<file path="config.mk">
export PLATFORM = sky130hd
export DESIGN_NAME = cfg_serial_loader
export DESIGN_NICKNAME = d
export VERILOG_FILES = /design/src/rtl/cfgl_pkg.sv /design/src/rtl/cfgl_poll_timer.sv /design/src/rtl/cfgl_bit_shifter.sv /design/src/rtl/cfg_serial_loader.sv
export SDC_FILE = /design/constraint.sdc
export NUM_CORES = 1
export LEC_CHECK = 0
export BUFFER_PORTS_ARGS = -buffer_cell sky130_fd_sc_hd__buf_2
export CORE_UTILIZATION = 50
export DETAILED_ROUTE_END_ITERATION = 7
export PLACE_DENSITY = 0.72
export SETUP_SLACK_MARGIN = 0.4
export SLEW_MARGIN = 15
export SYNTH_ARGS = -nofsm -noshare
export SYNTH_HDL_FRONTEND = slang
export SYNTH_SLANG_ARGS = --single-unit
</file>
<file path="constraint.sdc">
create_clock -name clk -period 2.3 [get_ports clk]
set_clock_uncertainty 0.2 [all_clocks]
set_input_delay 0.23 -clock clk [delete_from_list [all_inputs] [get_ports clk]]
set_output_delay 0.23 -clock clk [all_outputs]
set_load 0.03 [all_outputs]
</file>
<file path="src/rtl/cfgl_pkg.sv">
package cfgl_pkg;

    typedef enum logic [2:0] {
        ST_IDLE,
        ST_PROG_LOW,
        ST_PROG_HIGH,
        ST_SHIFT,
        ST_DONE_WAIT,
        ST_FINISH
    } cfgl_state_e;

    localparam int RES_W = 3;

    localparam logic signed [RES_W-1:0] RES_OK            = 3'sd0;
    localparam logic signed [RES_W-1:0] RES_INIT_LOW_TMO  = -3'sd1;
    localparam logic signed [RES_W-1:0] RES_INIT_HIGH_TMO = -3'sd2;
    localparam logic signed [RES_W-1:0] RES_DONE_TMO      = -3'sd3;

endpackage

</file>
<file path="src/rtl/cfgl_poll_timer.sv">
// Millisecond poll grid for the wait states.
module cfgl_poll_timer #(
    parameter int CYC_PER_MS = 1000,
    parameter int POLL_LIMIT = 3
) (
    input  logic clk,
    input  logic rst_n,
    input  logic clr,
    input  logic run,
    output logic poll_now,
    output logic expired
);
    localparam int MS_W    = (CYC_PER_MS > 1) ? $clog2(CYC_PER_MS) : 1;
    localparam int FAIL_AT = POLL_LIMIT + 2;
    localparam int PW      = $clog2(FAIL_AT + 1);

    logic [MS_W-1:0] ms_q;
    logic [PW-1:0]   poll_q;

    always_ff @(posedge clk or negedge rst_n) begin
        if (!rst_n) begin
            ms_q   <= '0;
            poll_q <= '0;
        end else if (clr) begin
            ms_q   <= '0;
            poll_q <= '0;
        end else if (run) begin
            if (ms_q == MS_W'(CYC_PER_MS - 1)) begin
                ms_q <= '0;
                if (poll_q != PW'(FAIL_AT)) begin
                    poll_q <= poll_q + 1'b1;
                end
            end else begin
                ms_q <= ms_q + 1'b1;
            end
        end
    end

    assign poll_now = (ms_q == '0);
    assign expired  = poll_now && (poll_q == PW'(FAIL_AT));

endmodule

</file>
<file path="src/rtl/cfgl_bit_shifter.sv">
// Byte intake and MSB-first two-phase bit output.
module cfgl_bit_shifter #(
    parameter int BYTE_W = 8
) (
    input  logic              clk,
    input  logic              rst_n,
    input  logic              en,
    input  logic [BYTE_W-1:0] byte_data,
    input  logic              byte_valid,
    input  logic              byte_last,
    output logic              byte_ready,
    output logic              bit_clk,
    output logic              bit_data,
    output logic              final_bit
);
    localparam int IDX_W = (BYTE_W > 1) ? $clog2(BYTE_W) : 1;

    logic [BYTE_W-1:0] sreg_q;
    logic [IDX_W-1:0]  idx_q;
    logic              half_q;
    logic              have_q;
    logic              last_q;
    logic              accept;

    assign byte_ready = en && !have_q;
    assign accept     = byte_ready && byte_valid;

    always_ff @(posedge clk or negedge rst_n) begin
        if (!rst_n) begin
            sreg_q <= '0;
            idx_q  <= '0;
            half_q <= 1'b0;
            have_q <= 1'b0;
            last_q <= 1'b0;
        end else if (!en) begin
            have_q <= 1'b0;
            half_q <= 1'b0;
        end else if (accept) begin
            sreg_q <= byte_data;
            idx_q  <= '0;
            half_q <= 1'b0;
            have_q <= 1'b1;
            last_q <= byte_last;
        end else if (have_q) begin
            if (!half_q) begin
                half_q <= 1'b1;
            end else begin
                half_q <= 1'b0;
                sreg_q <= {sreg_q[BYTE_W-2:0], 1'b0};
                if (idx_q == IDX_W'(BYTE_W - 1)) begin
                    have_q <= 1'b0;
                end else begin
                    idx_q <= idx_q + 1'b1;
                end
            end
        end
    end

    // Line idles high between bytes; clock low then high per bit
    assign bit_clk   = have_q ? half_q : 1'b1;
    assign bit_data  = have_q ? sreg_q[BYTE_W-1] : 1'b1;
    assign final_bit = have_q && half_q && last_q && (idx_q == IDX_W'(BYTE_W - 1));

endmodule

</file>
<file path="src/rtl/cfg_serial_loader.sv">
module cfg_serial_loader
    import cfgl_pkg::*;
#(
    parameter int CYC_PER_MS = 100000,
    parameter int POLL_LIMIT = 3,
    parameter int BYTE_W     = 8
) (
    input  logic                    clk,
    input  logic                    rst_n,
    input  logic                    start_i,
    input  logic                    init_i,
    input  logic                    done_i,
    input  logic [BYTE_W-1:0]       byte_data_i,
    input  logic                    byte_valid_i,
    input  logic                    byte_last_i,
    output logic                    byte_ready_o,
    output logic                    prog_n_o,
    output logic                    cclk_o,
    output logic                    dout_o,
    output logic                    busy_o,
    output logic signed [RES_W-1:0] result_o,
    output logic                    result_valid_o
);

    cfgl_state_e state_q, state_d;
    logic signed [RES_W-1:0] code_d;
    logic signed [RES_W-1:0] result_q;
    logic                    pulse_q;

    logic poll_now, expired, poll_clr, poll_run;
    logic sh_en, sh_clk, sh_data, sh_final;
    logic enter_finish, restart;

    assign poll_run = (state_q == ST_PROG_LOW) || (state_q == ST_PROG_HIGH) ||
                      (state_q == ST_DONE_WAIT);
    assign poll_clr = (state_d != state_q);
    assign sh_en    = (state_q == ST_SHIFT);

    cfgl_poll_timer #(
        .CYC_PER_MS (CYC_PER_MS),
        .POLL_LIMIT (POLL_LIMIT)
    ) u_poll (
        .clk      (clk),
        .rst_n    (rst_n),
        .clr      (poll_clr),
        .run      (poll_run),
        .poll_now (poll_now),
        .expired  (expired)
    );

    cfgl_bit_shifter #(
        .BYTE_W (BYTE_W)
    ) u_shift (
        .clk        (clk),
        .rst_n      (rst_n),
        .en         (sh_en),
        .byte_data  (byte_data_i),
        .byte_valid (byte_valid_i),
        .byte_last  (byte_last_i),
        .byte_ready (byte_ready_o),
        .bit_clk    (sh_clk),
        .bit_data   (sh_data),
        .final_bit  (sh_final)
    );

    // Next-state and result code
    always_comb begin
        state_d = state_q;
        code_d  = RES_OK;
        unique case (state_q)
            ST_IDLE: begin
                if (start_i) state_d = ST_PROG_LOW;
            end
            ST_PROG_LOW: begin
                if (expired) begin
                    state_d = ST_FINISH;
                    code_d  = RES_INIT_LOW_TMO;
                end else if (poll_now && !init_i) begin
                    state_d = ST_PROG_HIGH;
                end
            end
            ST_PROG_HIGH: begin
                if (expired) begin
                    state_d = ST_FINISH;
                    code_d  = RES_INIT_HIGH_TMO;
                end else if (poll_now && init_i) begin
                    state_d = ST_SHIFT;
                end
            end
            ST_SHIFT: begin
                if (sh_final) state_d = ST_DONE_WAIT;
            end
            ST_DONE_WAIT: begin
                if (expired) begin
                    state_d = ST_FINISH;
                    code_d  = RES_DONE_TMO;
                end else if (poll_now && done_i) begin
                    state_d = ST_FINISH;
                    code_d  = RES_OK;
                end
            end
            ST_FINISH: begin
                if (start_i) state_d = ST_PROG_LOW;
            end
            default: state_d = ST_IDLE;
        endcase
    end

    assign enter_finish = (state_d == ST_FINISH) && (state_q != ST_FINISH);
    assign restart      = ((state_q == ST_IDLE) || (state_q == ST_FINISH)) && start_i;

    // State register
    always_ff @(posedge clk or negedge rst_n) begin
        if (!rst_n) begin
            state_q  <= ST_IDLE;
            result_q <= RES_OK;
            pulse_q  <= 1'b0;
        end else begin
            state_q <= state_d;
            pulse_q <= enter_finish;
            if (restart) begin
                result_q <= RES_OK;
            end else if (enter_finish) begin
                result_q <= code_d;
            end
        end
    end

    // Outputs
    always_comb begin
        prog_n_o       = 1'b1;
        cclk_o         = 1'b1;
        dout_o         = 1'b1;
        busy_o         = 1'b0;
        unique case (state_q)
            ST_IDLE, ST_FINISH: begin
                busy_o = 1'b0;
            end
            ST_PROG_LOW: begin
                prog_n_o = 1'b0;
                busy_o   = 1'b1;
            end
            ST_PROG_HIGH, ST_DONE_WAIT: begin
                busy_o = 1'b1;
            end
            ST_SHIFT: begin
                cclk_o = sh_clk;
                dout_o = sh_data;
                busy_o = 1'b1;
            end
            default: busy_o = 1'b0;
        endcase
        result_o       = result_q;
        result_valid_o = pulse_q;
    end

endmodule

</file>
==> out/summary.txt, run 1 <==
Run status - finished clean
DRT Pass-1 Iters - 5
Total of buffers placed on input and output ports - 23
Post-layout instance count excluding filler cells - 418
Crit path required time - 2290 ps
Maximum buffer depth of the clock tree - 2
Placed standard-cell area - 0.002840 mm²
Total overflow reported by the global router - 0
Die width - 73.52 µm
Maximum number of pins on one net before global-route repair - 29
Cell types occupying the most area after synthesis - sky130_fd_sc_hd__dfrtp_1, sky130_fd_sc_hd__nand2_1, sky130_fd_sc_hd__a21oi_1
Final count of negative-setup-slack endpoints - 0
Hold path startpoint - byte_valid_i
Overall global routing resource usage - 25.80%
DP HPWL - 4119 µm
Final routed DRC violation total - 0
Sequential area share after synthesis - 40.12%
Number of clock sinks - 41
Final weighted congestion of routability-driven global placement - 0.8490
Worst-case hold slack - 58.93 ps
Critical path class - reg2reg
CTS buffer count - 5
Post-synthesis cell type count - 56
Number of placement rows - 25
Clock-pin slew of the registers on the worst-case setup and hold paths - 90 ps
Ant diodes - 0
Worst Hold Path Cells - 3
Total vias in the final route - 2440
Syn_area_per_cell - 9.005 µm²
Post-synthesis cell count - 284
Slowest cell on the critical path - sky130_fd_sc_hd__dfrtp_2
Wire length after detailed routing - 6671 µm
Area of the core region - 0.004817 mm²
Worst path most repeated cell - sky130_fd_sc_hd__buf_4
Placed cells - 378
Unrepaired setup endpoints after global routing - true
Number of violations reported at the end of detailed-routing iteration 0 - 156
Vias in the first global route - 2338
TritonCTS clock tree - done
Final design utilization - 71.40%
Area share of the leading cell type in the synthesized netlist - 40.12%
Worst min path class - in2reg
Final setup TNS - 0 ps
Clock network latency to the later pin of the worst-skew pair - 300 ps
Number of fillers in the final layout - 366
Share of layout cells above drive strength 1 - 37.04%
Worst Path Arrival - 2180 ps
Power per cell area - 938.1 mW/mm²
Syn_nets - 305
Height of the die - 73.52 µm
Min cycle time layout - 2192 ps
Number of enable-type register cells in the synthesized netlist - 0
CTS root buffer - sky130_fd_sc_hd__clkbuf_8
Wire length of the first global-routing pass - 10600 µm
Flip-flop cell with the highest count after synthesis - sky130_fd_sc_hd__dfrtp_1
Total Die Area - 0.005405 mm²
Hold-critical path endpoint - u_shift.have_q$_DFF_PN0_
IO Count - 24
Worst IR Drop VDD - 0.4480 mV
Most frequent cells in the layout - sky130_fd_sc_hd__buf_4, sky130_fd_sc_hd__dfrtp_1, sky130_fd_sc_hd__nand2_1
RR Startpoint - u_poll.ms_q[3]$_DFFE_PN0P_
Maximum fanout along the worst path - 5
Hold Fails Final Rpt - 0
Average via count per standard cell - 5.837
Reported leakage power - 1.540 nW
Minimum setup slack among reg-to-reg paths - 110 ps
Worst reg2reg path endpoint - result_valid_o$_DFF_PN0_
Count of nets left with antenna violations after detail routing - 0
H-tree levels - 2
Highest clock frequency the design can meet - 456.3 MHz
Final std cell area, no fill - 0.003440 mm²
Type of element capturing the critical path - flip-flop
Element type at the critical path start - flip-flop
Worst-case reg-to-reg path depth - 7
Critical-path cell list - nor4_4, buf_4, nand2_2, nor4b_4, buf_4, o21bai_4, and3b_2
Antenna violations before repair - 0
Total count of max-transition violations in the final report - 0
Top cell type by total area after synthesis - sky130_fd_sc_hd__dfrtp_1
Flop and latch count out of synthesis - 41
Final routed wire length divided by cell count - 15.96 µm
Post-layout nets - 371
Delay contributed by the slowest stage of the critical path - 460 ps
Rel. slew slack - 57.58%
Post-synthesis cell area - 0.002557 mm²
Max Cap Violations - 0
Synthesis-to-layout area growth - 34.49%
Starting utilization of the core area - 53.09%
Fraction of registers with async set/reset - 100.0%
Transition time at the pin with the least slew margin - 636.3 ps
Yosys Warn Count - 0
Final Cycle Share - 95.29%
synthesized netlist by cell type (2+ instances only):
master / n
sky130_fd_sc_hd__a22oi_1: 5
sky130_fd_sc_hd__nand3_2: 2
sky130_fd_sc_hd__nand4_1: 7
sky130_fd_sc_hd__a311oi_1: 2
sky130_fd_sc_hd__and2_1: 3
sky130_fd_sc_hd__xor2_1: 4
sky130_fd_sc_hd__mux2i_1: 3
sky130_fd_sc_hd__nor2_1: 28
sky130_fd_sc_hd__buf_6: 4
sky130_fd_sc_hd__a211oi_1: 2
sky130_fd_sc_hd__nand2_1: 35
sky130_fd_sc_hd__and3_2: 2
sky130_fd_sc_hd__nor3_2: 2
sky130_fd_sc_hd__nand3_1: 16
sky130_fd_sc_hd__xnor2_1: 2
sky130_fd_sc_hd__a41oi_1: 2
sky130_fd_sc_hd__nor4b_1: 2
sky130_fd_sc_hd__nor2b_1: 5
sky130_fd_sc_hd__nor4_1: 5
sky130_fd_sc_hd__and3_1: 3
sky130_fd_sc_hd__clkbuf_1: 5
sky130_fd_sc_hd__or2_2: 3
sky130_fd_sc_hd__nor3_1: 3
sky130_fd_sc_hd__and3b_1: 2
sky130_fd_sc_hd__o21ai_0: 14
sky130_fd_sc_hd__inv_1: 7
sky130_fd_sc_hd__or3_1: 7
sky130_fd_sc_hd__nor3_4: 2
sky130_fd_sc_hd__a21oi_1: 23
sky130_fd_sc_hd__a31oi_1: 4
sky130_fd_sc_hd__ha_1: 6
sky130_fd_sc_hd__dfrtp_1: 41
sky130_fd_sc_hd__nand2b_1: 5
sky130_fd_sc_hd__buf_2: 5
sky130_fd_sc_hd__nor4_4: 2
kinds of logic after synthesis:
group | synth area share [%]
compound gates | 17.37
xor+xnor | 2.055
fa+ha+maj | 2.935
buf+inv | 4.501
flops | 40.12
mux | 1.174
simple gates | 31.85
worst max path at each step:
| stage | endpoint | cells past startpoint | from | slack [ps] |
|---|---|---|---|---|
| finish | result_valid_o$_DFF_PN0_ | 7 | u_poll.ms_q[3]$_DFFE_PN0P_ | 110 |
| global route | u_poll.ms_q[14]$_DFFE_PN0P_ | 8 | u_poll.ms_q[3]$_DFFE_PN0P_ | -8 |
| CTS | result_valid_o$_DFF_PN0_ | 6 | u_poll.ms_q[11]$_DFFE_PN0P_ | 160 |
| detailed placement | u_poll.ms_q[14]$_DFFE_PN0P_ | 8 | u_poll.ms_q[0]$_DFFE_PN0P_ | 70 |
| global placement | result_valid_o$_DFF_PN0_ | 8 | u_shift.idx_q[0]$_DFFE_PN0P_ | 80 |
| floorplan | result_o[0]$_DFFE_PN0P_ | 6 | u_poll.ms_q[13]$_DFFE_PN0P_ | 280 |
power breakdown:
group	internal [mW]	switching (mW)	total (mW)
Clock	0.437	0.279	0.716
Combinational	0.659	0.887	1.55
Sequential	0.856	0.109	0.965
Total	1.95	1.27	3.23
layout make-up:
class	count	area [µm²]	area share, %
flip-flops and latches	41	1033	30.05
repair buffers	73	568.0	16.52
clock inverters	3	68.82	2.001
multi-input cells	222	1590	46.24
well taps	67	83.83	2.437
clock buffers	5	68.82	2.001
inverters	7	26.28	0.7639
sequential cells by signal (all words and copies together) (netlist names):
name,count
u_shift.last_q,1
u_shift.idx_q,3
u_shift.have_q,1
state_q,3
u_poll.poll_q,3
result_valid_o,1
u_poll.ms_q,17
u_shift.sreg_q,8
result_o,3
u_shift.half_q,1
critical path: cells and delay by family (launching register included):
kind / cells / cell delay, ps
AO/OA/AOI/OAI: 1 / 80
AND/OR/NAND/NOR: 4 / 980
buffers and inverters: 2 / 360
flip-flops: 1 / 460
per-layer routing:
layer | GRT usage (%) | vias to the layer above | wire length [µm]
met5 | 0 | - | 0
met4 | 13.68 | 0 | 159
met3 | 4.801 | 18 | 272
met2 | 41.90 | 65 | 3254
met1 | 32.60 | 1201 | 2985
li1 | - | 1156 | -
through the flow:
| step | setup slack (ps) | power, mW |
|---|---|---|
| 6_report | 108.3 | 3.227 |
| 4_1_cts | 161.0 | 3.037 |
| 3_5_place_dp | 74.10 | 2.156 |
| 5_1_grt | -8.379 | 3.408 |
| 2_1_floorplan | 283.4 | 1.826 |
| 3_3_place_gp | 82.67 | 2.138 |
repair_timing:
action / in CTS / in global routing
cloned: 0 / 0
pin swaps: 8 / 13
buffers inserted: 12 / 10
endpoints found under the setup margin: 44 / 31
gates resized for setup: 34 / 24
endpoints found under the hold margin: 35 / 0
hold buffers: 10 / 0
No activity file was read; power rests on OpenSTA's default activity.
==> inputs of run 2 (changes only) <==
--- a/config.mk
+++ b/config.mk
@@ -5,9 +5,12 @@
 export SDC_FILE = /design/constraint.sdc
 export NUM_CORES = 1
 export LEC_CHECK = 0
+export ABC_AREA = 1
 export BUFFER_PORTS_ARGS = -buffer_cell sky130_fd_sc_hd__buf_2
+export CORE_ASPECT_RATIO = 1.75
 export CORE_UTILIZATION = 50
 export DETAILED_ROUTE_END_ITERATION = 7
+export GPL_ROUTABILITY_DRIVEN = 0
 export PLACE_DENSITY = 0.72
 export SETUP_SLACK_MARGIN = 0.4
 export SLEW_MARGIN = 15
==> run 2 against run 1 <==
The flow now finishes with violations (setup timing). Non-clock buffer count increased by 20. Critical path depth rose by 6. Routed wire length grew 22%. Maximum frequency is 11% lower. Worst setup slack got worse by 280 ps. Largest cell class unchanged.
==> out/summary.txt, run 2 <==
Final std cell area, no fill - 0.003666 mm²
Most common library cell in the layout ignoring fill and taps - sky130_fd_sc_hd__nand2_1
Post-synthesis cell type count - 34
Worst-case reg-to-reg path depth - 13
Flip-flop cell with the highest count after synthesis - sky130_fd_sc_hd__dfrtp_1
Maximum buffer depth of the clock tree - 2
DRT Pass-1 Iters - 5
Reported leakage power - 1.800 nW
Final setup TNS - -1922 ps
Portion of netlist area occupied by mux cells - 0.4354%
Total of buffers placed on input and output ports - 23
Ant diodes - 0
Placed standard-cell area - 0.002902 mm²
Wire length after detailed routing - 8144 µm
Area used by multi-input combinational logic - 0.001618 mm²
Library cell with the highest instance count after synthesis - sky130_fd_sc_hd__nand2_1
Placed cells - 429
Count of nets left with antenna violations after detail routing - 0
Highest clock frequency the design can meet - 403.9 MHz
Maximum fanout along the worst path - 4
Total overflow reported by the global router - 0
Flop and latch count out of synthesis - 41
Critical-path cell list - nor2_1, nand2_1, nor2_4, nand4_1, nand2_2, nand3_2, buf_4, buf_6, nand3_2, inv_2, a21oi_4, nand2_1, o21ai_0
Synthesis-to-layout area growth - 41.75%
Worst min path class - in2reg
Total Die Area - 0.005475 mm²
Overall global routing resource usage - 27.54%
Top cell type by total area after synthesis - sky130_fd_sc_hd__dfrtp_1
Final Cycle Share - 107.6%
Vias in the first global route - 2777
Combinational power share - 69.5%
Critical path class - reg2reg
Net Sw Frac - 49.53%
Dominant combinational cell family by area after synthesis - simple AND/OR/NAND/NOR gates
Final routed DRC violation total - 0
CTS root buffer - sky130_fd_sc_hd__clkbuf_8
Post-synthesis cell count - 337
Final critical-path setup slack - -175.8 ps
Share of the synthesized area in compound gates (AO/OA/AOI/OAI) - 10.64%
Top Registers - u_poll.ms_q (17), u_shift.sreg_q (8)
Failing checks - setup timing
Clock-pin slew of the registers on the worst-case setup and hold paths - 90 ps
Number of placement rows - 34
Final routed wire length divided by cell count - 16.93 µm
TritonCTS clock tree - done
Final count of negative-setup-slack endpoints - 23
Sequential area share after synthesis - 39.67%
Slowest cell on the critical path - sky130_fd_sc_hd__dfrtp_1
Count of buffer and inverter cells on the critical path - 3
Die width - 56.37 µm
Rel. slew slack - 63.71%
Internal cell power - 2.555 mW
Total count of max-transition violations in the final report - 0
Post-synthesis cell area - 0.002586 mm²
Antenna violations before repair - 0
Height of the die - 97.14 µm
Share of layout cells above drive strength 1 - 39.34%
Sequential cell area in the final layout - 0.001030 mm²
Unrepaired setup endpoints after global routing - true
Sequential cell fraction of total power - 21.0%
Starting utilization of the core area - 51.96%
CP top delay family - simple AND/OR/NAND/NOR gates
Maximum number of pins on one net before global-route repair - 42
Delay contributed by the slowest stage of the critical path - 380 ps
Cell types occupying the most area after synthesis - sky130_fd_sc_hd__dfrtp_1, sky130_fd_sc_hd__nand2_1, sky130_fd_sc_hd__inv_1
Switching power - 2.507 mW
Count of cell instances traversed by the critical path - 13
XOR/XNOR Fraction of Synth Area - 4.064%
IO Count - 24
Worst Hold Path Cells - 3
Fraction of registers with async set/reset - 100.0%
Element type at the critical path start - flip-flop
Number of enable-type register cells in the synthesized netlist - 0
Number of fillers in the final layout - 331
Part of the total power dissipated in the clock network - 9.5%
Power per cell area - 1381 mW/mm²
Yosys Warn Count - 0
Average via count per standard cell - 5.792
DP HPWL - 4654 µm
Worst IR Drop VDD - 1.106 mV
Power Total - 5.062 mW
Post-layout nets - 447
CTS buffer count - 5
Area share of the leading cell type in the synthesized netlist - 39.67%
Clock network latency to the later pin of the worst-skew pair - 300 ps
Crit path required time - 2290 ps
Total vias in the final route - 2786
Area of the core region - 0.004977 mm²
Wire length of the first global-routing pass - 11900 µm
Worst Path Arrival - 2470 ps
Transition time at the pin with the least slew margin - 544.4 ps
Run status - finished, violations left
Number of violations reported at the end of detailed-routing iteration 0 - 144
Hold Fails Final Rpt - 0
Most frequent cells in the layout - sky130_fd_sc_hd__nand2_1, sky130_fd_sc_hd__buf_4, sky130_fd_sc_hd__dfrtp_1
Type of element capturing the critical path - flip-flop
Syn_nets - 358
Synthesized-area fraction occupied by adder cells - 2.903%
Post-Synth Simple-Gate Area - 33.19%
Syn_area_per_cell - 7.674 µm²
Max Cap Violations - 0
Number of clock sinks - 41
Post-layout instance count excluding filler cells - 481
Largest register FFs - 17
Min cycle time layout - 2476 ps
Cell types with the highest counts after synthesis - sky130_fd_sc_hd__nand2_1, sky130_fd_sc_hd__dfrtp_1, sky130_fd_sc_hd__inv_1, sky130_fd_sc_hd__nor2_1, sky130_fd_sc_hd__nand3_1
Most flops, register - u_poll.ms_q
H-tree levels - 2
run 2: final cells by class:
| class | instances | area share, % |
|---|---|---|
| clock buffer | 5 | 1.877 |
| clock inverter | 3 | 0.4778 |
| inverter | 39 | 4.061 |
| multi-input combinational | 246 | 44.13 |
| sequential | 41 | 28.09 |
| tap | 54 | 1.843 |
| timing repair buffer | 93 | 19.52 |
run 2: cell families (layout without fill, tap and decap cells):
kind of cell	after synthesis	after routing
compound gates	44	44
buf+inv	51	140
flops	41	41
simple gates	182	183
mux	1	1
fa+ha+maj	6	6
xor+xnor	12	12
run 2: power groups by stage:
stage	sequential (mW)	combinational (mW)	clock [mW]
after global routing	1.08	3.75	0.503
final	1.06	3.52	0.481
after CTS	1.03	2.75	0.486
after floorplan	1.04	1.59	0
after global placement	1.03	2.08	0
after detailed placement	1.03	2.13	0
run 2: repair_timing:
item,in CTS,in global routing
pin swaps,31,31
hold endpoints to repair,46,0
cloned,1,0
setup endpoints to repair,36,40
setup buffers,22,15
hold buffers,6,0
resized for setup,38,57
run 2: final timing paths:
check | from | to | slack (ps)
worst max-delay path | u_poll.ms_q[13]$_DFFE_PN0P_ | result_o[2]$_DFFE_PN0P_ | -180
worst min-delay path | byte_data_i[4] | u_shift.sreg_q[4]$_DFFE_PN0P_ | 4
worst max register to register | u_poll.ms_q[13]$_DFFE_PN0P_ | result_o[2]$_DFFE_PN0P_ | -180
worst min register to register | u_poll.poll_q[1]$_DFFE_PN0P_ | u_poll.poll_q[1]$_DFFE_PN0P_ | 300
min in group asynchronous | rst_n | u_poll.ms_q[1]$_DFFE_PN0P_ | 330
max in group asynchronous | rst_n | state_q[2]$_DFF_PN0_ | 1160
run 2: per-stage QoR:
| stage | util (%) | setup WS, ps | hold slack (ps) |
|---|---|---|---|
| 3_3_place_gp | 58.30 | 8.994 | 132.3 |
| 4_1_cts | 67.27 | 7.316 | 4.818 |
| 6_report | 73.66 | -175.8 | 3.618 |
| 5_1_grt | 73.66 | -272.4 | 9.058 |
| 2_1_floorplan | - | 162.4 | -265.6 |
| 3_5_place_dp | 58.30 | -28.68 | 132.3 |
run 2: layer usage:
| metal | routed length, µm | global-route usage, % | vias up |
|---|---|---|---|
| met5 | 0 | 0 | - |
| met4 | 394 | 19.70 | 0 |
| met3 | 327 | 4.527 | 47 |
| met2 | 4426 | 50.37 | 126 |
| met1 | 2995 | 26.89 | 1332 |
| li1 | - | - | 1281 |
run 2: worst reg2reg max path, delay by kind of cell, from the launching register on:
kind,cells,cell delay [ps]
AOI/OAI and AO/OA,2,270
and+or+nand+nor,8,1190
DFF,1,380
buffers and inverters,3,330
